### src/rtl/pkt_rx_pkg.sv
package pkt_rx_pkg;

    typedef enum logic [2:0] {
        ST_IDLE,
        ST_HDR,
        ST_HCRC,
        ST_DATA,
        ST_DCRC,
        ST_STATUS
    } rx_state_e;

    localparam int          LEN_W     = 16;
    localparam int          CNT_W     = LEN_W - 1;
    localparam logic [3:0]  TC_BLOCK  = 4'h1;
    localparam logic [3:0]  TC_CYCLE  = 4'h8;
    localparam logic [3:0]  TC_ISO    = 4'hA;
    localparam logic [3:0]  ACK_DONE  = 4'h1;
    localparam logic [3:0]  ACK_DERR  = 4'hD;
    localparam logic [31:0] CRC_POLY  = 32'h04C1_1DB7;
    localparam logic [31:0] CRC_INIT  = 32'hFFFF_FFFF;
    localparam logic [15:0] BCAST_ID  = 16'hFFFF;

endpackage

### src/rtl/pkt_rx_crc32.sv
module pkt_rx_crc32
    import pkt_rx_pkg::*;
#(
    parameter int DW = 32
) (
    input  logic [31:0]   crc_in,
    input  logic [DW-1:0] data,
    output logic [31:0]   crc_out
);

    logic [31:0] acc;

    // one full quadlet per cycle, most significant bit first
    always_comb begin
        acc = crc_in;
        for (int b = DW - 1; b >= 0; b--) begin
            if (acc[31] ^ data[b]) begin
                acc = {acc[30:0], 1'b0} ^ CRC_POLY;
            end else begin
                acc = {acc[30:0], 1'b0};
            end
        end
        crc_out = acc;
    end

endmodule

### src/rtl/pkt_rx_decode.sv
module pkt_rx_decode
    import pkt_rx_pkg::*;
(
    input  logic [31:0] first_q,
    input  logic [15:0] node_id,
    output logic [2:0]  hdr_len,
    output logic        has_payload,
    output logic        is_cycle,
    output logic        accept
);

    logic [3:0]  tcode;
    logic [15:0] dest;

    always_comb begin
        tcode       = first_q[7:4];
        dest        = first_q[31:16];
        hdr_len     = (tcode == TC_ISO) ? 3'd1 : 3'd4;
        has_payload = (tcode == TC_BLOCK) || (tcode == TC_ISO);
        is_cycle    = (tcode == TC_CYCLE);
        accept      = (tcode == TC_ISO) || (dest == node_id) || (dest == BCAST_ID);
    end

endmodule

### src/rtl/pkt_rx_filter.sv
module pkt_rx_filter
    import pkt_rx_pkg::*;
#(
    parameter int AW = 9
) (
    input  logic          clk,
    input  logic          rst_n,
    input  logic [15:0]   node_id,
    input  logic          rx_valid,
    input  logic          rx_sop,
    input  logic [31:0]   rx_data,
    input  logic [AW:0]   fifo_rd_ptr,
    output logic          fifo_wr_en,
    output logic [AW-1:0] fifo_wr_addr,
    output logic [31:0]   fifo_wr_data,
    output logic [AW:0]   fifo_commit_ptr,
    output logic          cyc_valid,
    output logic [31:0]   cyc_time
);

    localparam int PW    = AW + 1;
    localparam int DEPTH = 1 << AW;

    rx_state_e        state_q, state_d;
    logic [PW-1:0]    wr_ptr_q, commit_q;
    logic [2:0]       hdr_cnt_q;
    logic [CNT_W-1:0] pay_cnt_q;
    logic [31:0]      crc_q, crc_seed, crc_nxt;
    logic [31:0]      last_q;
    logic             payload_q, cycle_q;
    logic [3:0]       code_q;
    logic             cyc_valid_q;
    logic [31:0]      cyc_time_q;

    logic [2:0]       dec_hdr_len;
    logic             dec_payload, dec_cycle, dec_accept;
    logic             full, crc_match, wr_en, drop;
    logic [31:0]      wr_data;
    logic [LEN_W:0]   len_round;
    logic [CNT_W-1:0] pay_quads;

    pkt_rx_decode u_decode (
        .first_q     (rx_data),
        .node_id     (node_id),
        .hdr_len     (dec_hdr_len),
        .has_payload (dec_payload),
        .is_cycle    (dec_cycle),
        .accept      (dec_accept)
    );

    pkt_rx_crc32 #(.DW(32)) u_crc (
        .crc_in  (crc_seed),
        .data    (rx_data),
        .crc_out (crc_nxt)
    );

    assign full      = (wr_ptr_q - fifo_rd_ptr) == PW'(DEPTH);
    assign crc_match = (rx_data == ~crc_q);
    assign len_round = {1'b0, last_q[31:16]} + (LEN_W+1)'(3);
    assign pay_quads = len_round[LEN_W:2];

    // state register
    always_ff @(posedge clk or negedge rst_n) begin
        if (!rst_n) begin
            state_q <= ST_IDLE;
        end else begin
            state_q <= state_d;
        end
    end

    // next state and write-port outputs
    always_comb begin
        state_d  = state_q;
        wr_en    = 1'b0;
        drop     = 1'b0;
        wr_data  = rx_data;
        crc_seed = crc_q;
        unique case (state_q)
            ST_IDLE: begin
                crc_seed = CRC_INIT;
                if (rx_valid && rx_sop && dec_accept) begin
                    if (full) begin
                        drop = 1'b1;
                    end else begin
                        wr_en   = 1'b1;
                        state_d = (dec_hdr_len == 3'd1) ? ST_HCRC : ST_HDR;
                    end
                end
            end
            ST_HDR: begin
                if (rx_valid) begin
                    if (full) begin
                        drop    = 1'b1;
                        state_d = ST_IDLE;
                    end else begin
                        wr_en = 1'b1;
                        if (hdr_cnt_q == 3'd1) state_d = ST_HCRC;
                    end
                end
            end
            ST_HCRC: begin
                if (rx_valid) begin
                    if (!crc_match) begin
                        drop    = 1'b1;
                        state_d = ST_IDLE;
                    end else if (payload_q && (pay_quads != '0)) begin
                        state_d = ST_DATA;
                    end else begin
                        state_d = ST_STATUS;
                    end
                end
            end
            ST_DATA: begin
                if (rx_valid) begin
                    if (full) begin
                        drop    = 1'b1;
                        state_d = ST_IDLE;
                    end else begin
                        wr_en = 1'b1;
                        if (pay_cnt_q == CNT_W'(1)) state_d = ST_DCRC;
                    end
                end
            end
            ST_DCRC: begin
                if (rx_valid) state_d = ST_STATUS;
            end
            ST_STATUS: begin
                wr_data = {28'd0, code_q};
                if (full) begin
                    drop = 1'b1;
                end else begin
                    wr_en = 1'b1;
                end
                state_d = ST_IDLE;
            end
            default: state_d = ST_IDLE;
        endcase
    end

    // datapath registers
    always_ff @(posedge clk or negedge rst_n) begin
        if (!rst_n) begin
            wr_ptr_q    <= '0;
            commit_q    <= '0;
            hdr_cnt_q   <= '0;
            pay_cnt_q   <= '0;
            crc_q       <= CRC_INIT;
            last_q      <= '0;
            payload_q   <= 1'b0;
            cycle_q     <= 1'b0;
            code_q      <= ACK_DONE;
            cyc_valid_q <= 1'b0;
            cyc_time_q  <= '0;
        end else begin
            cyc_valid_q <= 1'b0;
            if (drop) begin
                wr_ptr_q <= commit_q;
            end else if (wr_en) begin
                wr_ptr_q <= wr_ptr_q + PW'(1);
            end
            if (wr_en && (state_q != ST_STATUS)) begin
                crc_q <= crc_nxt;
            end
            unique case (state_q)
                ST_IDLE: begin
                    if (wr_en) begin
                        hdr_cnt_q <= dec_hdr_len - 3'd1;
                        payload_q <= dec_payload;
                        cycle_q   <= dec_cycle;
                        last_q    <= rx_data;
                    end
                end
                ST_HDR: begin
                    if (wr_en) begin
                        hdr_cnt_q <= hdr_cnt_q - 3'd1;
                        last_q    <= rx_data;
                    end
                end
                ST_HCRC: begin
                    if (rx_valid && crc_match) begin
                        crc_q     <= CRC_INIT;
                        pay_cnt_q <= pay_quads;
                        code_q    <= ACK_DONE;
                        if (cycle_q) begin
                            cyc_valid_q <= 1'b1;
                            cyc_time_q  <= last_q;
                        end
                    end
                end
                ST_DATA: begin
                    if (wr_en) pay_cnt_q <= pay_cnt_q - CNT_W'(1);
                end
                ST_DCRC: begin
                    if (rx_valid) code_q <= crc_match ? ACK_DONE : ACK_DERR;
                end
                ST_STATUS: begin
                    if (wr_en) commit_q <= wr_ptr_q + PW'(1);
                end
                default: ;
            endcase
        end
    end

    assign fifo_wr_en      = wr_en;
    assign fifo_wr_addr    = wr_ptr_q[AW-1:0];
    assign fifo_wr_data    = wr_data;
    assign fifo_commit_ptr = commit_q;
    assign cyc_valid       = cyc_valid_q;
    assign cyc_time        = cyc_time_q;

endmodule

### config.mk
export PLATFORM = sky130hd
export DESIGN_NAME = pkt_rx_filter
export DESIGN_NICKNAME = d
export VERILOG_FILES = /design/src/rtl/pkt_rx_pkg.sv /design/src/rtl/pkt_rx_crc32.sv /design/src/rtl/pkt_rx_decode.sv /design/src/rtl/pkt_rx_filter.sv
export SDC_FILE = /design/constraint.sdc
export NUM_CORES = 1
export LEC_CHECK = 0
export BUFFER_PORTS_ARGS = -buffer_cell sky130_fd_sc_hd__buf_2
export CORE_ASPECT_RATIO = 1.75
export CORE_MARGIN = 1
export CORE_UTILIZATION = 35
export CTS_BUF_LIST = sky130_fd_sc_hd__clkbuf_8
export CTS_CLUSTER_DIAMETER = 30
export DETAILED_ROUTE_END_ITERATION = 10
export PLACE_DENSITY = 0.66
export SYNTH_ARGS = -nofsm -noshare
export SYNTH_HDL_FRONTEND = slang
export SYNTH_SLANG_ARGS = --single-unit
### constraint.sdc
create_clock -name clk -period 4.2 [get_ports clk]
set_clock_uncertainty 0.15 [all_clocks]
set_input_delay 0.84 -clock clk [delete_from_list [all_inputs] [get_ports clk]]
set_output_delay 0.84 -clock clk [all_outputs]
set_load 0.03 [all_outputs]
# Word-level counts from Yosys, hierarchy flattened

Index checks and enable logic that the tools add are counted.

Output and inout port bits: 85
Memories: 0
Word-level logic and storage cells: 212
RAM bits: 0
Bits in latches: 0
Flip-flop bits (word level): 144
ROM bits: 0

Reductions and logical operators: 24
Add/sub/neg operators: 6
$lt $le $gt $ge: 0
Eq/ne operators: 28
Shifts and indexed selects: 0
Bitwise operators: 65
Muxes and demuxes: 77
Div/mod/pow operators: 0
$mul: 0

Operators by type and width:

| cell                                                                  | count |
|---|---|
| 27-bit 2-to-1 mux                                                     | 32 |
| 14-bit inverter                                                       | 32 |
| 32-bit 2-to-1 mux                                                     | 5 |
| 3-bit 2-to-1 mux                                                      | 15 |
| 32-bit == test                                                        | 1 |
| 32-bit inverter                                                       | 1 |
| 1-bit XOR                                                             | 32 |
| 15-bit 2-to-1 mux                                                     | 2 |
| 15-bit one-hot mux with 2 select lines                                | 1 |
| 10-bit 2-to-1 mux                                                     | 2 |
| 2-bit != test (second input constant)                                 | 10 |
| 16-bit by 2-bit adder with 17-bit output (second input constant)      | 1 |
| 16-bit == test                                                        | 1 |
| 16-bit == test (second input constant)                                | 1 |
| 15-bit by 1-bit == test with 1-bit output (second input constant)     | 1 |
| 3-bit one-hot mux with 5 select lines                                 | 1 |
| 15-bit nonzero test                                                   | 1 |
| 15-bit by 1-bit subtractor with 15-bit output (second input constant) | 1 |
| 4-bit 2-to-1 mux                                                      | 3 |
| 3-bit AND reduction                                                   | 4 |
| 1-bit 2-to-1 mux                                                      | 11 |
| 10-bit by 1-bit adder with 10-bit output (second input constant)      | 1 |
| 10-bit == test (second input constant)                                | 1 |
| 10-bit subtractor                                                     | 1 |
| other kinds (19)                                                      | 39 |

# Longest topological paths before layout

Depth after elaboration: 69
Depth in mapped cells: 17
Gate-level depth less buffers: 14

# By module

A second synthesis with hierarchy kept.

Cell total of the unflattened synthesis: 1079
Area, all modules: 11354.6 µm²

Modules (own cells, without submodules):

| module        | cells an instance | instances | area each (µm²) |
|---|---|---|---|
| pkt_rx_filter | 788               | 1         | 8007.7 |
| pkt_rx_crc32  | 256               | 1         | 3080.5 |
| pkt_rx_decode | 35                | 1         | 266.5 |

# Worst setup path after synthesis

OpenSTA, ideal clock, no wires.

Kind: in2reg
Start: input port rx_data[30]
End: register crc_q[13]
Slack: -0.507 ns
Stages on the path: 12
Path buffers: 1
Arrival time: 4.465 ns
Path through: buf_2 nor4b_1 a211oi_4 xnor3_1 xnor3_2 xnor2_1 xor3_1 xnor2_2 xnor2_2 xnor3_1 nor2_1 o21ai_1

Longest elaborated chain between the ends: 42

RTL lines:

| what                                                                     | line                 | source |
|---|---|---|
| start, declared                                                          | pkt_rx_filter.sv:11  | `input logic [31:0] rx_data,` |
| 1-bit XOR                                                                | pkt_rx_crc32.sv:17   | `if (acc[31] ^ data[b]) begin` |
| 27-bit 2-to-1 mux                                                        | pkt_rx_crc32.sv:17   |  |
| 14-bit inverter (no line) / 27-bit 2-to-1 mux (equally long branches)    | --                   |  |
| 27-bit 2-to-1 mux / 14-bit inverter (equally long branches) (3 in a row) | --                   |  |
| 27-bit 2-to-1 mux                                                        | pkt_rx_crc32.sv:17   |  |
| 14-bit inverter (no line) / 27-bit 2-to-1 mux (equally long branches)    | --                   |  |
| 27-bit 2-to-1 mux / 14-bit inverter (equally long branches) (3 in a row) | --                   |  |
| 27-bit 2-to-1 mux                                                        | pkt_rx_crc32.sv:17   |  |
| (+21 left out)                                                           | --                   |  |
| 27-bit 2-to-1 mux                                                        | pkt_rx_crc32.sv:17   |  |
| 14-bit inverter (no line) / 1-bit XOR (equally long branches)            | --                   |  |
| 27-bit 2-to-1 mux                                                        | pkt_rx_crc32.sv:17   |  |
| 14-bit inverter (no line)                                                | --                   |  |
| 27-bit 2-to-1 mux (2 in a row)                                           | pkt_rx_crc32.sv:17   |  |
| 32-bit 2-to-1 mux                                                        | pkt_rx_filter.sv:161 | `if (wr_en && (state_q != ST_STATUS)) begin` |
| 32-bit 2-to-1 mux                                                        | pkt_rx_filter.sv:180 | `if (rx_valid && crc_match) begin` |
| 32-bit 2-to-1 mux *                                                      | pkt_rx_filter.sv:164 | `unique case (state_q)` |
| end signal, assigned                                                     | pkt_rx_filter.sv:162 | `crc_q <= crc_nxt;` |
| end, declared                                                            | pkt_rx_filter.sv:28  | `logic [31:0] crc_q, crc_seed, crc_nxt;` |

Every way passes the cells marked *; elsewhere a longest branch is shown, timed or not.
A chain may end at the register's enable or synchronous reset.

# Worst setup path after layout

Start: input port fifo_rd_ptr[1]
End: output port fifo_wr_en

Longest elaborated chain between the ends: 5

RTL lines:

| what                                    | line                                     | source |
|---|---|---|
| start, declared                         | pkt_rx_filter.sv:12                      | `input logic [AW:0] fifo_rd_ptr,` |
| 10-bit subtractor *                     | pkt_rx_filter.sv:57                      | `assign full = (wr_ptr_q - fifo_rd_ptr) == PW'(DEPTH);` |
| 10-bit == test *                        | pkt_rx_filter.sv:57                      |  |
| 1-bit 2-to-1 mux *                      | --                                       |  |
| 1-bit 2-to-1 mux (on tied branches)     | pkt_rx_filter.sv:91, pkt_rx_filter.sv:81 |  |
| 1-bit one-hot mux with 3 select lines * | pkt_rx_filter.sv:78                      | `unique case (state_q)` |
| end, declared                           | pkt_rx_filter.sv:13                      | `output logic fifo_wr_en,` |

Marks and branches as above.

==> impl_metrics.yaml <==
placement:
  routabilityCongestion: 0.943
  place_hpwl_um: 29600
  io_buffer_count: 146
  dpl_cell_area_um2: 13700
global_routing:
  grt_pass1_vias: 9873
  grt_max_degree: 90
  grt_use_total_pct: 23.2
  overflow: 0
  antenna_found_initial: 2
  grt_pass1_wl_um: 55600
clock_network:
  clk_pin_slew_ns: 0.08
  clock_latency_ns: 0.49
  clockBufferDepth: 2
  cts_sinks: 141
  cts_buffers: 17
  htree_num_levels: 4
  cts_tree: "done"
  cts-root-buf: "clkbuf_8"
worst_setup_path:
  cp_max_fo: 2
  end_kind: "primary output"
  path_buf_inv: 4
  start_kind: "input port"
  worstSetupPathType: "input port to primary output"
  crit_family: "compound AO/OA/AOI/OAI gates"
  critical_path.slowest_cell: "or4_4"
  critPathRequiredTime_ns: 3.21
  arrival_ns: 3.31
  cp_cell_sequence: "buf_6 > inv_4 > ha_4 > nor2b_4 > o21ai_2 > a21boi_2 > o21ai_2 > a21boi_2 > o21a_1 > o21a_1 > or4_4 > a211o_1 > o21ai_4 > inv_4 > buf_6"
  max_stage_delay_ns: 0.52
min_path:
  hold_class: "input port to asynchronous set/reset pin"
floorplan:
  die-area_um2: 32600
  die_w_um: 137
  row_count: 86
  io_pins: 147
  chipHeight_um: 238
  initial_core_util_pct: 35.5
  core_area_um2: 31400
job:
  max_cap_violations: 0
synth:
  ys_types: 61
  yosysSeqAreaShare_pct: 32.0
  synth_area_um2: 11200
  synth_cells: 1146
  synth_edf_count: 0
  yosys_warnings: 0
  yosys_register_bits: 141
  postSynthAreaPerCell_um2: 9.74
  synthFlopType: "dfrtp_1"
  async_reset_ff_share_pct: 100
  syn_nets: 1222
layout:
  area_delta_synth_final_pct: 33.4
  layout_common_cells: "200 x buf_4, 174 x xnor2_1, 143 x buf_2, 108 x dfrtp_1, 94 x xor2_1"
  drive_gt1_share_pct: 40.0
  utilization_pct: 47.4
  final_common_cell: "buf_4"
  multi_input_area_um2: 7700
  finish.instance_area_um2: 14900
  seq_area_um2: 3570
  nets: 1542
  fillers: 2899
detailed_routing:
  routedWlPerCell_um: 20.1
  first_iter_violations: 503
  drt-pass1-iter-count: 5
  drc: 0
  antenna_left: 0
  avgViaCountPerCell: 5.17
  vias: 9707
  drt_wl_total_um: 37700
sta:
  rsz0062_at_grt: "yes"
  fmax_mhz: 232
  slew_headroom_pct: 40.2
  max_slew.worst_pin.slew_ns: 0.897
  drv_slew: 0
  fin_crit_ns: 4.30
  setup_viol: 1
  fin_crit_sh_pct: 102
  fin_ws_ns: -0.104
  hold_viol_final: 0
run_status:
  violations: "setup timing"
  status: "finished with violations"
[cell type report]
cell class | count | area share (%)
diodes | 2 | 0.0336
clock buffers | 20 | 1.85
clock inverters | 12 | 0.916
inverters | 25 | 0.664
multi-input cells | 910 | 51.7
flip-flops and latches | 141 | 24.0
well taps | 396 | 3.33
repair buffers | 371 | 17.6
[cell usage after synthesis, types with 27 or more instances]
| master | count | area, µm² |
|---|---|---|
| mux2_2 | 67 | 754 |
| and2_1 | 37 | 231 |
| nor2_1 | 82 | 308 |
| clkbuf_1 | 52 | 195 |
| o21ai_0 | 52 | 260 |
| xnor2_1 | 195 | 1710 |
| a21oi_1 | 27 | 135 |
| nand2_1 | 93 | 349 |
| nand3_1 | 30 | 150 |
| xor2_1 | 100 | 876 |
| dfstp_2 | 32 | 841 |
| xnor3_1 | 27 | 608 |
| dfrtp_1 | 109 | 2730 |
[per-stage QoR]
step           worst slack (ns)  cells  hold WS, ns  TNS, ns
6_report                 -0.104   1877        0.238   -0.104
5_1_grt                  -0.187   1877        0.335   -0.591
4_1_cts                  -0.166   1843        0.283   -0.166
3_5_place_dp             -0.238   1796        0.317    -3.62
3_3_place_gp             -0.273   1796        0.311    -4.53
2_1_floorplan           -0.0312   1146        0.298  -0.0312
[worst reg2reg max path, stage by stage (launching register included)]
cell	delay, ns
dfrtp_1	0.39
or3_4	0.42
a211oi_4	0.26
buf_6	0.14
buf_6	0.09
xnor3_2	0.25
xor3_2	0.43
xor3_2	0.41
xnor3_2	0.49
xnor2_4	0.26
xor2_4	0.23
xnor2_2	0.15
xnor3_1	0.24
nor2_1	0.09
o21ai_1	0.07
[per-layer routing]
metal  part of all wire [%]  global-route usage, %
met1                     33                   21.7
met2                     56                   44.7
met3                    3.2                   2.70
met4                    7.8                   17.4
met5                      0                      0
[path summary, 6_finish.rpt]
kind,startpoint,cells past startpoint,endpoint,slack (ns)
min in group clk,cycle_q,2,cycle_q,0.33
max reg2reg,state_q[1],14,crc_q[13],0.03
max,fifo_rd_ptr[1],15,fifo_wr_en,-0.10
min reg2reg,cycle_q,2,cycle_q,0.33
min,rst_n,1,cyc_time[24],0.24
max in group asynchronous,rst_n,2,crc_q[26],2.64
[cell families (layout without fill, tap and decap cells)]
family,Yosys count,after routing,share of synthesized area [%]
XOR/XNOR,349,349,33.1
AO/OA/AOI/OAI,151,151,8.70
AND/OR/NAND/NOR,327,327,14.2
multiplexers,69,69,6.94
adder cells (fa/ha/maj),14,14,1.57
buffers and inverters,95,428,3.55
other,0,2,0
flip-flops,141,141,32.0
[timing repair]
item,in CTS,in global routing
endpoints found under the setup margin,3,22
pin swaps,6,50
gates resized for setup,4,60
hold buffers,0,0
buffers inserted,15,32
gates cloned,0,0
[registers in the layout, indices dropped and copies added, names as in the netlist]
| register | cells |
|---|---|
| code_q | 1 |
| cyc_time | 32 |
| hdr_cnt_q | 3 |
| pay_cnt_q | 15 |
| state_q | 3 |
| cycle_q | 1 |
| wr_ptr_q | 10 |
| crc_q | 32 |
| cyc_valid | 1 |
| payload_q | 1 |
| last_q | 32 |
| fifo_commit_ptr | 10 |
Power is not shown: default switching activity piles up to over one toggle a cycle in this logic, so the estimate is an artifact.
